<file path="src/rtl/alu4_pkg.sv">
package alu4_pkg;

  localparam int unsigned WORD_W = 32;
  localparam int unsigned FN_W   = 4;

  typedef enum logic [FN_W-1:0] {
    FN_ADD = 4'd0,
    FN_SUB = 4'd1,
    FN_AND = 4'd2,
    FN_XOR = 4'd3
  } alu_fn_e;

  typedef struct packed {
    logic zero;
    logic carry;
    logic ovf;
  } alu_flags_t;

endpackage

</file>
<file path="src/rtl/alu4_arith.sv">
module alu4_arith #(
  parameter int unsigned W = alu4_pkg::WORD_W
) (
  input  logic [W-1:0] a_i,
  input  logic [W-1:0] b_i,
  input  logic         sub_i,
  output logic [W-1:0] sum_o,
  output logic         carry_o,
  output logic         ovf_o
);

  // Extended-width add; for subtract, b + ~a + 1 with the carry inverted into a borrow.
  function automatic logic [W:0] ext_add(input logic [W-1:0] x, input logic [W-1:0] y,
                                         input logic cin);
    return {1'b0, x} + {1'b0, y} + {{W{1'b0}}, cin};
  endfunction

  function automatic logic sign_ovf(input logic sx, input logic sy, input logic sr);
    return (sx == sy) && (sr != sx);
  endfunction

  logic [W-1:0] op_x;
  logic [W-1:0] op_y;
  logic [W:0]   full;

  assign op_x  = b_i;
  assign op_y  = sub_i ? ~a_i : a_i;
  assign full  = ext_add(op_x, op_y, sub_i);
  assign sum_o = full[W-1:0];

  // Borrow is the inverted carry of the two's-complement add.
  assign carry_o = sub_i ? ~full[W] : full[W];
  assign ovf_o   = sign_ovf(op_x[W-1], op_y[W-1], full[W-1]);

endmodule

</file>
<file path="src/rtl/alu4_logic.sv">
module alu4_logic #(
  parameter int unsigned W = alu4_pkg::WORD_W
) (
  input  logic [W-1:0] a_i,
  input  logic [W-1:0] b_i,
  input  logic         xor_i,
  output logic [W-1:0] out_o
);

  logic [W-1:0] and_w;
  logic [W-1:0] xor_w;

  assign and_w = a_i & b_i;
  assign xor_w = a_i ^ b_i;
  assign out_o = xor_i ? xor_w : and_w;

endmodule

</file>
<file path="src/rtl/alu4_select.sv">
module alu4_select #(
  parameter int unsigned W    = alu4_pkg::WORD_W,
  parameter int unsigned FW   = alu4_pkg::FN_W
) (
  input  logic [FW-1:0]         fn_i,
  input  logic [W-1:0]          sum_i,
  input  logic                  carry_i,
  input  logic                  ovf_i,
  input  logic [W-1:0]          bits_i,
  output logic [W-1:0]          res_o,
  output alu4_pkg::alu_flags_t  flags_o,
  output logic                  bad_fn_o
);
  import alu4_pkg::*;

  always_comb begin
    res_o         = '0;
    flags_o.carry = 1'b0;
    flags_o.ovf   = 1'b0;
    bad_fn_o      = 1'b0;
    case (fn_i)
      FN_ADD, FN_SUB: begin
        res_o         = sum_i;
        flags_o.carry = carry_i;
        flags_o.ovf   = ovf_i;
      end
      FN_AND, FN_XOR: begin
        res_o = bits_i;
      end
      default: begin
        bad_fn_o = 1'b1;
      end
    endcase
    flags_o.zero = ~|res_o;
  end

endmodule

</file>
<file path="src/rtl/alu4_core.sv">
module alu4_core #(
  parameter int unsigned W  = alu4_pkg::WORD_W,
  parameter int unsigned FW = alu4_pkg::FN_W
) (
  input  logic [W-1:0]  a_i,
  input  logic [W-1:0]  b_i,
  input  logic [FW-1:0] fn_i,
  output logic [W-1:0]  res_o,
  output logic          zf_o,
  output logic          cf_o,
  output logic          of_o,
  output logic          bad_fn_o
);
  import alu4_pkg::*;

  // Named internal events, visible to the bound checker.
  logic                sel_sub;
  logic                sel_xor;
  logic [W-1:0]        arith_sum;
  logic                arith_carry;
  logic                arith_ovf;
  logic [W-1:0]        logic_out;
  alu_flags_t          flags;

  assign sel_sub = (fn_i == FN_SUB);
  assign sel_xor = (fn_i == FN_XOR);

  alu4_arith #(.W(W)) u_arith (
    .a_i     (a_i),
    .b_i     (b_i),
    .sub_i   (sel_sub),
    .sum_o   (arith_sum),
    .carry_o (arith_carry),
    .ovf_o   (arith_ovf)
  );

  alu4_logic #(.W(W)) u_logic (
    .a_i   (a_i),
    .b_i   (b_i),
    .xor_i (sel_xor),
    .out_o (logic_out)
  );

  alu4_select #(.W(W), .FW(FW)) u_select (
    .fn_i     (fn_i),
    .sum_i    (arith_sum),
    .carry_i  (arith_carry),
    .ovf_i    (arith_ovf),
    .bits_i   (logic_out),
    .res_o    (res_o),
    .flags_o  (flags),
    .bad_fn_o (bad_fn_o)
  );

  assign zf_o = flags.zero;
  assign cf_o = flags.carry;
  assign of_o = flags.ovf;

endmodule

</file>
<file path="config.mk">
export PLATFORM = sky130hd
export DESIGN_NAME = alu4_core
export DESIGN_NICKNAME = d
export VERILOG_FILES = /design/src/rtl/alu4_pkg.sv /design/src/rtl/alu4_arith.sv /design/src/rtl/alu4_logic.sv /design/src/rtl/alu4_select.sv /design/src/rtl/alu4_core.sv
export SDC_FILE = /design/constraint.sdc
export NUM_CORES = 1
export LEC_CHECK = 0
export BUFFER_PORTS_ARGS = -buffer_cell sky130_fd_sc_hd__buf_2
export CORE_MARGIN = 3
export CORE_UTILIZATION = 55
export DETAILED_ROUTE_END_ITERATION = 10
export PLACE_DENSITY = 0.93
export SYNTH_ARGS = -nofsm -noshare
export SYNTH_HDL_FRONTEND = slang
export SYNTH_SLANG_ARGS = --single-unit
export TNS_END_PERCENT = 30
</file>
<file path="constraint.sdc">
create_clock -name vclk -period 7.2
set_clock_uncertainty 0.05 [all_clocks]
set_input_delay 0.72 -clock vclk [all_inputs]
set_output_delay 0.72 -clock vclk [all_outputs]
set_load 0.01 [all_outputs]
</file>
==> impl_metrics.toml <==
[setup_path]
end_kind = "output port"
crit_required_ns = 6.43
worstPathMaxFanout = 28
crit_buf_inv = 3
cp_cell_sequence = "buf_2 -> nor3_4 -> nand2_2 -> buf_4 -> xnor2_1 -> ha_1 -> a211oi_1 -> nor2_1 -> o31ai_1 -> o211ai_2 -> a311oi_1 -> o31ai_1 -> xnor2_1 -> o22ai_2 -> or4_1 -> nor3_2 -> buf_2"
path_delay_family = "simple AND/OR/NAND/NOR gates"
critical_path.slowest_cell = "nor3_4"
arrival_ns = 5.47
critical_path_class = "input port to output port"
cp-start-kind = "input port"
max_stage_delay_ns = 0.62

[cells_and_area]
seqCellArea_sq_um = 0
n_antenna_cell = 0
num-clock-buffers = 0
drive_gt1_share_pct = 23.7
final_area_sq_mm = 0.00406
area_growth_syn_to_layout_pct = 13.4
layout.nets = 694
instances_no_fill = 631
seq_cells = 0

[synth]
syn_inst = 476
synth_area_sq_mm = 0.00358
synth_common_cells = "ha_1, a21oi_1, xnor2_1, nand2_1, nor2_1"
synth_area_per_cell_sq_um = 7.53
yosysUniqueCellTypes = 72
yosys-top-cells-area = "ha_1, xnor2_1, mux2i_1"
synth_top_area_cell = "ha_1"
synth_fp_nets = 612
yosys_warnings = 0
synth_top_area_share_pct = 23.4
synth.most_common_cell = "ha_1"
ys_seq_area_share_pct = 0

[die]
core_sq_mm = 0.00610
die_w_um = 86.7
die_h_um = 86.7
start_util_pct = 58.8
num_io_pins = 104
rows = 28
die_area_sq_mm = 0.00752

[clock_network]
post_cts.repair.setup_buffers = 0
cts_resized = 0
cts_hold_buf = 0

[global_routing]
antenna_found_initial = 0
overflow = 0
grt_max_degree = 38
grt_pass1_wl_um = 18100
grt_pass1_vias = 3892
grt_usage_pct = 28.6

[sta]
fmax_mhz = 160
setup_viol = 0
maxSlewViolCount = 0
rsz0062_at_grt = "no"
period_share_pct = 86.7
hold_viol_final = 0
max_slew_margin_pct = 50.9
period_needed_ns = 6.24
setup_tns_ns = 0
worst_pin_slew_ns = 0.734

[routing]
wl_um = 11100
drcViolationCount = 0
drt_first_pass_iters = 5
ant_nets = 0
vias = 4162
wire_per_inst_um = 17.5
vias_per_cell = 6.60
drt_iter0_drc = 410

[min_path]
hold_end = "of_o"
holdPathStages = 4
min_from = "b_i[31]"
hp-class = "input port to output port"

[flow_run]
cap_viol_max_count = 0

[pwr]
peakVddDrop_uv = 54.3
power.density_mw_per_mm2 = 92.3
p_leak_nw = 1.99

[status]
status = "finished, final reports clean"

[placed_design]
dpl.cell_count = 631
routabilityCongestion = 1.03
dpl-instance-area_sq_mm = 0.00406
dpl.hpwl_um = 9030
portBuffers = 104
-- routing by layer --
metal  global-route usage (%)  wire (um)
met3                     1.71       1070
met2                     48.1       5050
met5                        0          0
met1                     38.7       4520
met4                     9.63        414
-- worst max path at each step --
stage	from	to	slack [ns]	cells past startpoint
after global placement	fn_i[1]	zf_o	1.21	16
after CTS	fn_i[1]	zf_o	1.09	17
after floorplan	fn_i[0]	zf_o	0.91	18
final	fn_i[1]	zf_o	0.96	17
after detailed placement	fn_i[1]	zf_o	1.14	17
after global routing	fn_i[1]	zf_o	0.74	17
-- layout make-up --
| cell class | count | area (sq um) |
|---|---|---|
| Inverter | 8 | 30.0 |
| Fill cell | 535 | 2030 |
| Multi-Input combinational cell | 442 | 3400 |
| Tap cell | 75 | 93.8 |
| Timing Repair Buffer | 106 | 536 |
-- power breakdown --
| part | leakage, nW | internal [mW] | switching (mW) | total, mW |
|---|---|---|---|---|
| clock | 0 | 0 | 0 | 0 |
| sequential | 0 | 0 | 0 | 0 |
| combinational | 1.99 | 0.156 | 0.218 | 0.375 |
| total | 1.99 | 0.156 | 0.218 | 0.375 |
-- worst min-delay path: stages --
cell and delay, ns:
buf_2 0.11, xor2_1 0.15, nor3_1 0.05, buf_2 0.13
-- cell families (layout without fill, tap and decap cells) --
logic type,after synthesis,count (layout),share of synthesized area (%)
AO/OA/AOI/OAI,161,161,31.1
multiplexers,32,32,9.12
buffers and inverters,34,114,5.10
AND/OR/NAND/NOR,129,129,18.0
adder cells (fa/ha/maj),68,68,24.0
XOR/XNOR,52,52,12.7
-- through the flow --
| stage | setup slack, ns | utilization [%] | hold slack, ns | power, mW |
|---|---|---|---|---|
| 2_1_floorplan | 0.914 | - | 1.57 | 0.264 |
| 3_3_place_gp | 1.21 | 66.6 | 1.81 | 0.352 |
| 3_5_place_dp | 1.14 | 66.6 | 1.84 | 0.364 |
| 4_1_cts | 1.09 | 66.6 | 1.85 | 0.367 |
| 5_1_grt | 0.738 | 66.6 | 1.87 | 0.411 |
| 6_report | 0.960 | 66.6 | 1.84 | 0.375 |
-- placed cells by master (no fill, tap or decap), drive strengths merged, types with 4 or more instances in the layout --
| cell | instances |
|---|---|
| o21bai | 7 |
| mux2i | 27 |
| o22ai | 7 |
| xnor2 | 43 |
| nand2 | 40 |
| nand2b | 4 |
| xor2 | 9 |
| a21boi | 4 |
| inv | 8 |
| o21ai | 27 |
| mux2 | 5 |
| a31oi | 4 |
| nand4 | 4 |
| ha | 67 |
| nand3 | 10 |
| nor2 | 34 |
| a21o | 13 |
| a21oi | 47 |
| o21a | 8 |
| o211ai | 6 |
| and3 | 6 |
| buf | 106 |
| nor3 | 11 |
| a211oi | 9 |
Power figures use the tool's default switching activity.
